## src/rtl/addr_xlate_tlb.sv

```systemverilog
module addr_xlate_tlb #(
  parameter int VA_W    = 32,
  parameter int OFF_W   = 12,
  parameter int PPN_W   = 20,
  parameter int ENTRIES = 4,
  parameter int PA_W    = PPN_W + OFF_W,
  parameter int PTE_W   = PPN_W + 2
) (
  input  logic              clk,
  input  logic              rst,
  input  logic              base_we,
  input  logic [PA_W-1:0]   base_wdata,
  input  logic              req_valid,
  output logic              req_ready,
  input  logic [VA_W-1:0]   req_addr,
  input  logic              req_write,
  output logic              rsp_valid,
  output logic [PA_W-1:0]   rsp_paddr,
  output logic              rsp_dirty,
  output logic              fault,
  output logic              mem_req,
  output logic [PA_W-1:0]   mem_addr,
  input  logic              mem_ack,
  input  logic [PTE_W-1:0]  mem_rdata
);
  localparam int VPN_W = VA_W - OFF_W;
  localparam int IW    = (ENTRIES > 1) ? $clog2(ENTRIES) : 1;
  localparam int PV    = PTE_W - 1;
  localparam int PD    = PTE_W - 2;

  logic [ENTRIES-1:0] vld, rbit, dty;
  logic [VPN_W-1:0]   tag [ENTRIES];
  logic [PPN_W-1:0]   ppn [ENTRIES];
  logic [PA_W-1:0]    base;
  logic               walking, wr_q;
  logic [VPN_W-1:0]   vpn_q;
  logic [OFF_W-1:0]   off_q;
  logic [ENTRIES-1:0] hit_vec;
  logic [IW-1:0]      hit_idx, vic;
  logic               found;

  wire [VPN_W-1:0] vpn_in = req_addr[VA_W-1:OFF_W];
  wire [OFF_W-1:0] off_in = req_addr[OFF_W-1:0];
  wire             accept = req_valid && !walking;

  assign req_ready = !walking;
  assign mem_req   = walking;
  assign mem_addr  = base + PA_W'(vpn_q);

  always_comb begin
    hit_idx = '0;
    for (int i = 0; i < ENTRIES; i++) hit_vec[i] = vld[i] && (tag[i] == vpn_in);
    for (int i = ENTRIES - 1; i >= 0; i--) if (hit_vec[i]) hit_idx = IW'(i);
  end

  always_comb begin
    vic   = '0;
    found = 1'b0;
    for (int i = 0; i < ENTRIES; i++)
      if (!found && !vld[i]) begin vic = IW'(i); found = 1'b1; end
    for (int i = 0; i < ENTRIES; i++)
      if (!found && !rbit[i]) begin vic = IW'(i); found = 1'b1; end
  end

  function automatic logic [ENTRIES-1:0] touch(input logic [ENTRIES-1:0] r,
                                               input logic [ENTRIES-1:0] v,
                                               input logic [IW-1:0] k);
    logic [ENTRIES-1:0] sel, n;
    sel = ENTRIES'(1) << k;
    n   = r | sel;
    if (&(n | ~v)) n = sel;
    return n;
  endfunction

  always_ff @(posedge clk) begin
    if (rst) begin
      vld       <= '0;
      rbit      <= '0;
      dty       <= '0;
      base      <= '0;
      walking   <= 1'b0;
      rsp_valid <= 1'b0;
      fault     <= 1'b0;
      rsp_dirty <= 1'b0;
      rsp_paddr <= '0;
    end else begin
      rsp_valid <= 1'b0;
      fault     <= 1'b0;
      if (base_we) base <= base_wdata;
      if (accept) begin
        vpn_q <= vpn_in;
        off_q <= off_in;
        wr_q  <= req_write;
        if (|hit_vec) begin
          rbit      <= touch(rbit, vld, hit_idx);
          if (req_write) dty[hit_idx] <= 1'b1;
          rsp_valid <= 1'b1;
          rsp_paddr <= {ppn[hit_idx], off_in};
          rsp_dirty <= dty[hit_idx] | req_write;
        end else begin
          walking <= 1'b1;
        end
      end else if (walking && mem_ack) begin
        walking <= 1'b0;
        if (!mem_rdata[PV]) begin
          fault <= 1'b1;
        end else begin
          vld[vic]  <= 1'b1;
          tag[vic]  <= vpn_q;
          ppn[vic]  <= mem_rdata[PPN_W-1:0];
          dty[vic]  <= mem_rdata[PD] | wr_q;
          rbit      <= touch(rbit, vld | (ENTRIES'(1) << vic), vic);
          rsp_valid <= 1'b1;
          rsp_paddr <= {mem_rdata[PPN_W-1:0], off_q};
          rsp_dirty <= mem_rdata[PD] | wr_q;
        end
      end
    end
  end
endmodule


```

## config.mk

```make
export PLATFORM = sky130hd
export DESIGN_NAME = addr_xlate_tlb
export DESIGN_NICKNAME = d
export VERILOG_FILES = /design/src/rtl/addr_xlate_tlb.sv
export SDC_FILE = /design/constraint.sdc
export NUM_CORES = 1
export LEC_CHECK = 0
export CAP_MARGIN = 20
export CORE_MARGIN = 2
export CORE_UTILIZATION = 45
export CTS_CLUSTER_SIZE = 8
export DETAILED_ROUTE_END_ITERATION = 8
export GPL_ROUTABILITY_DRIVEN = 0
export PLACE_DENSITY_LB_ADDON = 0.2
export SLEW_MARGIN = 10
export SYNTH_ARGS = -nofsm -noshare
export SYNTH_HDL_FRONTEND = slang
export SYNTH_SLANG_ARGS = --single-unit
```

## constraint.sdc

```tcl
create_clock -name clk -period 5.1 [get_ports clk]
set_clock_uncertainty 0.2 [all_clocks]
set_input_delay 1.02 -clock clk [delete_from_list [all_inputs] [get_ports clk]]
set_output_delay 1.02 -clock clk [all_outputs]
set_load 0.05 [all_outputs]
```

==> results by stage, run 1 <==
Placement:
- The HPWL after detailed placement is 20,200 um.
- The placed instance count is 1,441.
- Input and output buffers added on the ports amount to 160.

Min path:
- The startpoint identified for the worst hold timing path is rsp_paddr[31]$_SDFFE_PP0P_.
- The hold path depth is 1.
- In this run the worst hold path is classified as reg2reg.
- The endpoint with the worst hold slack is rsp_paddr[31]$_SDFFE_PP0P_.

Clock network:
- The longest clock path from root to sink contains 3 buffers.
- The later pin in the worst-skew pair is clocked with a latency of 0.51 ns.
- The clock tree from TritonCTS is yes.
- In this run the number of H-tree levels came out at 2.
- Counting every sink on the clock net gives 273.
- The number of clock buffers inserted by TritonCTS is 40.
- The master cell of the clock root buffer is clkbuf_16.
- The clock transition at the register clock pins on the worst setup and hold paths after CTS is 0.05 ns.
- The cts-stage hold buffer count is 0.

Layout:
- Once layout is complete, the utilization of the core stands at 0.573.
- The number of nets at the end of the flow is 1,257.
- In the final layout, the share of cells above drive strength 1 is 0.107.
- Relative to the synthesized area, the layout overhead comes to 26.5%.
- The final cell count without fillers is 1,515.
- 0 antenna diodes ended up in the layout.
- The count of filler cells inserted in the layout is 2,207.

Routing:
- In the routed design, unresolved DRC markers number 0.
- The final antenna-violating net count is 0.
- The total wirelength of the detailed-routed design is 30,100 um.
- Dividing the detail-routed via count by the number of cells gives 5.57.
- The via count is 8,436.
- For this block, the initial DRC count from the detailed router was 564.
- The average detailed-routed wire length per instance is 19.9 um.
- The pre-antenna-repair detailed-routing pass consisted of 5 iterations.

Timing:
- The number of failing hold endpoints at the final stage is 0.
- At the pin with the least slew margin, the transition time is 1.03 ns.
- Derived from the worst setup path, the maximum achievable clock frequency is 203 MHz.
- The accumulated negative setup slack is 0 ns.
- The final setup violation count is 0.
- The routed design could run at a clock period as short as 4.94 ns.
- Of the available clock period, the critical path in the final layout requires 0.968.
- Headroom to the max-slew limit came out at 0.312.
- The number of max-slew violations in the final report is 0.
- Setup repair after global routing left no endpoint under its margin.

Floorplan:
- After floorplanning, the core was sized to cover 26,700 um2.
- The I/O pin count is 161.
- The floorplan step defined a die boundary enclosing 28,300 um2.
- The overall die height is 168 um.
- For this configuration, the core starts out at a cell density of 0.453.
- Measured along the x axis, the die boundary spans 168 um.
- In this run the core area contains 60 standard-cell rows.

Global routing:
- Entering global routing, the biggest net connects 58 pins.
- The via count of the first global-routing pass is 8,351.
- In the global route stage, overall resource usage came out at 0.210.
- The initial antenna violation count is 1.
- The overall overflow remaining after global route is 0.
- The first-pass GRT wire length is 46,300 um.

Yosys:
- The number of enable-type register cells in the synthesized netlist is 193.
- The most instantiated flip-flop cell in the synthesis netlist is edfxtp_1.
- The compound-cell area share of the yosys netlist came to 0.127.
- The synthesized-area fraction occupied by xor and xnor cells is 0.0752.
- The Yosys step of the flow raised 0 warnings.
- The instance count of the mapped netlist is 963.
- The post-synthesis average cell area is 12.6 um2.
- In this run, distinct cell masters in the synthesized netlist total 73.
- The fraction of the mapped netlist area in simple logic gates is 0.0991.
- The post-synthesis share of cell area spent on full adders, half adders and majority gates is 0.0223.
- The fraction of registers with async set or reset after synthesis is 0.
- After synthesis the netlist holds a flip-flop and latch count of 273.
- The number of nets produced by synthesis is 1,076.
- Measured against the total synthesized area, the mux share comes to 0.0460.
- The cell area after synthesis is 12,100 um2.
- The proportion of synthesized chip area in sequential cells is 0.611.
- The combinational family with the most area after synthesis is compound AO/OA/AOI/OAI gates.

Power and ir drop:
- The analysis attributes to cell leakage a power of 5.26 nW.
- The worst ir drop on vdd is 0.236 mV.
- The cell area power density is 357 nW/um2.
- The total design power is 5.48 mW.

Worst setup path:
- The kind of critical path is reg2out.
- Along the worst path, the maximum fanout reaches 8.
- The kind of end point of the critical path is an output port.
- The slack of the worst reg-to-reg path is 1.90 ns.
- At the worst endpoint, the arrival time is 3.72 ns.
- In this design, the stage delay of the slowest critical-path cell is 0.41 ns.
- In this run the critical register-to-register path is launched from tag[2][5]$_DFFE_PP_.
- The worst flop-to-flop path endpoint is rsp_paddr[27]$_SDFFE_PP0P_.
- The slowest library cell on the worst path is edfxtp_1.
- The type of origin of the critical path is a flop.
- The critical path contains buffers and inverters numbering 3 combined.
- The critical path goes through ha_1, inv_1, fa_1, nor2b_1, o21ai_0, a21oi_1, o41a_1, a41o_1, o211ai_1, buf_4, o211a_1, o211ai_1, buf_4.
- The family with the most delay on the worst path is compound AO/OA/AOI/OAI gates.
- The number of cells traversed by the worst register-to-register path is 9.
- STA puts the critical path data required time at 3.88 ns.
- The launch point of the worst path is vpn_q[0]$_DFFE_PP_.

Run status:
- The run finished with clean final reports.

Run:
- Across the run, the number of max-cap violations was 0.
## stage by stage
step	worst slack (ns)	area, um2	hold WS [ns]
2_1_floorplan	0.708	12100	0.235
3_3_place_gp	0.489	14200	0.245
3_5_place_dp	0.467	14200	0.245
4_1_cts	0.0255	15300	0.262
5_1_grt	0.00949	15300	0.274
6_report	0.164	15300	0.257
## repair_timing
| action | 4_1_cts | 5_1_grt |
|---|---|---|
| resized for setup | 3 | 2 |
| buffers inserted | 0 | 1 |
| endpoints found under the setup margin | 3 | 6 |
| pin swaps | 0 | 0 |
## layout by cell type, fill, tap and decap left out, types with 16 or more instances in the layout
cell type        instances
nand2_1                 67
edfxtp_1               193
dfxtp_1                 80
buf_4                   28
nor2_1                  63
xnor2_1                 76
xor2_1                  28
clkdlybuf4s50_1        140
o2bb2ai_1               21
a21oi_1                 39
clkbuf_16               40
ha_1                    20
nand4_1                 21
mux2i_1                 32
inv_1                   16
a221o_1                 22
nand3_1                 22
mux2_2                  19
clkbuf_1                29
o21ai_0                 41
## power breakdown
part	internal [mW]	switching [mW]	total [mW]
clock network	1.47	0.922	2.39
registers	2.42	0.0335	2.45
logic	0.250	0.386	0.637
## state kept, by name (all words and copies together) (netlist names)
name / count
mem_req: 1
off_q: 12
vld: 4
tag: 80
rbit: 4
rsp_paddr: 32
ppn: 80
dty: 4
rsp_valid: 1
vpn_q: 20
wr_q: 1
rsp_dirty: 1
base: 32
fault: 1
## how the worst max path moves through the flow
| stage | to | slack, ns | cells after the start |
|---|---|---|---|
| final | mem_addr[24] | 0.16 | 13 |
| after CTS | mem_addr[14] | 0.03 | 12 |
| after global routing | mem_addr[22] | 0.009 | 13 |
| after global placement | mem_addr[17] | 0.49 | 10 |
| after floorplan | mem_addr[18] | 0.71 | 11 |
| after detailed placement | mem_addr[19] | 0.47 | 10 |
## routing by layer
layer  GRT usage  part of all wire  vias to the layer above
met4      0.0663             0.022                        2
met1       0.284              0.45                     4082
met5           0           0.00037                        -
li1            -                 -                     4014
met3      0.0418             0.064                       52
met2       0.344              0.47                      286
## cells in the mapped netlist (2+ instances only)
master     number  share of area
or2_2          10         0.0052
inv_1          16         0.0050
mux2_2         19          0.018
o21ai_0        41          0.017
nor2b_1         8         0.0041
edfxtp_1      193           0.48
dfxtp_1        80           0.13
and2_1          3         0.0015
o22ai_1         2         0.0010
buf_1           3        0.00093
nor3_1          5         0.0021
xnor2_1        76          0.055
a31oi_1         3         0.0015
a21boi_0        4         0.0025
buf_2           5         0.0021
o2bb2ai_1      21          0.015
a21oi_1        39          0.016
o2111ai_1      11         0.0080
xor2_1         28          0.020
nand4_1        21          0.011
o31ai_1         3         0.0019
a221o_1        22          0.018
mux2_1          2         0.0019
o211ai_1       12         0.0074
a311oi_1       12         0.0087
nor4_1         13         0.0067
and3_1          8         0.0041
or3_1           3         0.0015
clkbuf_1       27         0.0084
nand2_1        67          0.021
o21a_1          3         0.0019
a211oi_1        8         0.0050
buf_4           2         0.0012
or4_1           2         0.0012
nand3_1        22         0.0091
ha_1           20          0.021
a21o_1         10         0.0062
mux2i_1        32          0.026
nor2_1         69          0.021
nand2b_1        5         0.0026
## kinds of logic (layout without fill, tap and decap cells)
| group | after synthesis | count (layout) |
|---|---|---|
| DFF | 273 | 273 |
| and+or+nand+nor | 246 | 246 |
| AOI/OAI and AO/OA | 209 | 209 |
| xor gates and xnor gates | 104 | 104 |
| buffers and inverters | 57 | 268 |
| muxes | 53 | 53 |
| adders and majority gates | 21 | 21 |
## area by class of cell
cell class / instances / area (um2) / share of cell area
clock inverter: 3 / 33.8 / 0.00220
tap: 341 / 427 / 0.0278
multi-input combinational: 633 / 4520 / 0.295
inverter: 16 / 60.1 / 0.00392
clock buffer: 69 / 1110 / 0.0724
timing repair buffer: 180 / 1770 / 0.116
sequential: 273 / 7400 / 0.483
(Power assumes the default switching activity.)
==> run 2, diff against run 1 <==
--- a/config.mk
+++ b/config.mk
@@ -12,7 +12,7 @@
 export DETAILED_ROUTE_END_ITERATION = 8
 export GPL_ROUTABILITY_DRIVEN = 0
 export PLACE_DENSITY_LB_ADDON = 0.2
-export SLEW_MARGIN = 10
+export SLEW_MARGIN = 0
 export SYNTH_ARGS = -nofsm -noshare
 export SYNTH_HDL_FRONTEND = slang
 export SYNTH_SLANG_ARGS = --single-unit
==> results by stage, run 2 (synthesis gave the netlist of run 1 again) <==
Power and ir drop:
- In this run the static leakage power is 5.27 nW.
- The cell area power density is 357 nW/um2.
- VDD sags by at most 0.236 mV.

Layout:
- The area growth from synthesis to layout is 26.6%.
- In the layout the commonest cells are edfxtp_1, clkdlybuf4s50_1, dfxtp_1.
- Excluding fillers, the count of instances in the completed layout stands at 1,515.
- The largest registers in the layout are ppn: 80 flops, tag: 80 flops.
- In the final design database the tool counted 1,257 nets.
- Measured on the finished design, the core utilization comes to 0.574.
- In the final layout, the share of cells above drive strength 1 is 0.107.
- The number of diodes is 0.
- The most common cell after layout, fill and taps aside is edfxtp_1.
- After routing the design area is 15,300 um2.

Global routing:
- The first global-routing pass estimated 46,300 um of wire.
- In the global route stage, overall resource usage came out at 0.210.
- The initial antenna violation count is 1.
- The overall overflow remaining after global route is 0.
- The via count of the first global-routing pass came to 8,351.
- The pin count of the biggest net entering global routing is 58.

Run status:
- The flow ran to the end, and the final reports show no timing, DRC or antenna violations.

Run:
- The count of max-cap constraint violations is 0.

Routing:
- The via count is 8,424.
- Dividing the detail-routed wire length by the instance count gives 19.8 um.
- For this block, the routed nets add up to 30,100 um of wire.
- The first TritonRoute pass finished after 5 iterations.
- In the routed layout, each cell is associated on average with a via count of 5.56.
- The final antenna-violating net count is 0.
- For this block, the initial DRC count from the detailed router was 559.
- In the routed design, unresolved DRC markers number 0.

Placement:
- In this run the cell area measured after placement is 14,200 um2.
- During placement, the flow inserted port buffers numbering 160.
- The worst setup timing slack at the placement stage is 0.467 ns.
- Detailed placement finished with a half-perimeter wire length of 20,200 um.
- The placed instance count is 1,441.

Min path:
- The worst hold path belongs to the class reg2reg.
- The endpoint with the worst hold slack is rsp_paddr[31]$_SDFFE_PP0P_.
- In this run the most critical hold path is launched from rsp_paddr[31]$_SDFFE_PP0P_.
- The hold path depth is 1.

Worst setup path:
- For flop-to-flop paths, the worst setup slack is 1.91 ns.
- The endpoint identified for the worst register-to-register timing path is rsp_paddr[14]$_SDFFE_PP0P_.
- The kind of end point of the critical path is an output port.
- The startpoint of the worst register-to-register path is tag[2][5]$_DFFE_PP_.
- The worst endpoint required time is 3.88 ns.
- The type of origin of the critical path is a flop.
- The worst endpoint data arrival time is 3.71 ns.
- The top fanout value on the critical path is 8.
- The number of cells traversed by the worst register-to-register path is 9.
- The kind of critical path is reg2out.

Timing:
- Timing would allow up to 203 MHz.
- The transition time of the tightest slew-check pin is 1.02 ns.
- The number of failing hold endpoints at the final stage was 0.
- The number of max-slew violations in the final report is 0.
- Setup violations remaining at the end of the flow were counted as 0.
- Dividing the final minimum period by the clock period gives 0.968.
- The final critical-path setup slack is 0.166 ns.
- The minimum period implied by the final worst setup slack is 4.93 ns.
- In this run the tightest slew margin relative to its limit is 0.319.
- Summed over all failing endpoints, the final setup total negative slack is 0 ns.
- Setup repair after global routing left no endpoint under its margin.

Clock network:
- The total number of clock tree sinks is 273.
- The master cell of the clock root buffer is clkbuf_16.
- The CTS H-tree depth is 2.
- The clock passes through at most 3 buffers.
- In this run, CTS created clock tree buffers numbering 40.
- The clock insertion delay at the later pin of the skew report is 0.51 ns.
- The clock transition at the register clock pins on the worst setup and hold paths after CTS is 0.05 ns.
- TritonCTS built the clock tree.
- In this run, post-CTS hold repair placed 0 buffers.

Floorplan:
- The core outline area is 26,700 um2.
- Row generation in the floorplan step produced 60 rows.
- From left edge to right edge, the die measures 168 um.
- For this design the top-level I/O count stands at 161.
- The overall die height is 168 um.
- For this configuration, the core starts out at a cell density of 0.453.
- The die footprint is 28,300 um2.
run 2: layout make-up:
| cell class | instances | area [um2] |
|---|---|---|
| fill | 2199 | 11400 |
| sequential | 273 | 7400 |
| multi-input combinational | 633 | 4520 |
| timing repair buffer | 180 | 1790 |
| clock buffer | 69 | 1110 |
| tap | 341 | 427 |
| inverter | 16 | 60.1 |
| clock inverter | 3 | 33.8 |
run 2: per-layer routing:
layer  vias up  part of all wire  track usage
met5         -           0.00037            0
li1       4013                 -            -
met2       281              0.46        0.344
met3        52             0.063       0.0418
met1      4076              0.45        0.284
met4         2             0.022       0.0663
run 2: where the power goes:
part / internal [mW] / total [mW] / switching [mW]
Combinational: 0.252 / 0.639 / 0.387
Clock: 1.47 / 2.39 / 0.921
Sequential: 2.42 / 2.45 / 0.0335
run 2: worst max-delay path, cell delays in order (launching register included):
cell	delay [ns]
edfxtp_1	0.41
ha_1	0.26
inv_1	0.07
fa_1	0.40
nor2b_1	0.12
o21ai_0	0.12
a21oi_1	0.23
o41a_1	0.23
a41o_1	0.23
o211ai_1	0.11
buf_4	0.18
o211a_1	0.31
o211ai_1	0.28
buf_4	0.25
run 2: worst max-delay path by stage:
stage	startpoint	end	cells after the start
finish	vpn_q[0]$_DFFE_PP_	mem_addr[24]	13
global route	vpn_q[0]$_DFFE_PP_	mem_addr[22]	13
CTS	vpn_q[0]$_DFFE_PP_	mem_addr[14]	12
global placement	vpn_q[1]$_DFFE_PP_	mem_addr[17]	10
detailed placement	vpn_q[1]$_DFFE_PP_	mem_addr[19]	10
floorplan	vpn_q[0]$_DFFE_PP_	mem_addr[18]	11
run 2: per-stage QoR:
stage	power (mW)	hold WS (ns)
2_1_floorplan	2.87	0.235
3_3_place_gp	3.12	0.245
3_5_place_dp	3.13	0.245
4_1_cts	5.52	0.262
5_1_grt	5.66	0.274
6_report	5.48	0.257
run 2: what timing repair did:
item,4_1_cts,5_1_grt
setup endpoints to repair,3,6
buffers inserted,0,1
gates resized for setup,3,2
pin swaps,0,0
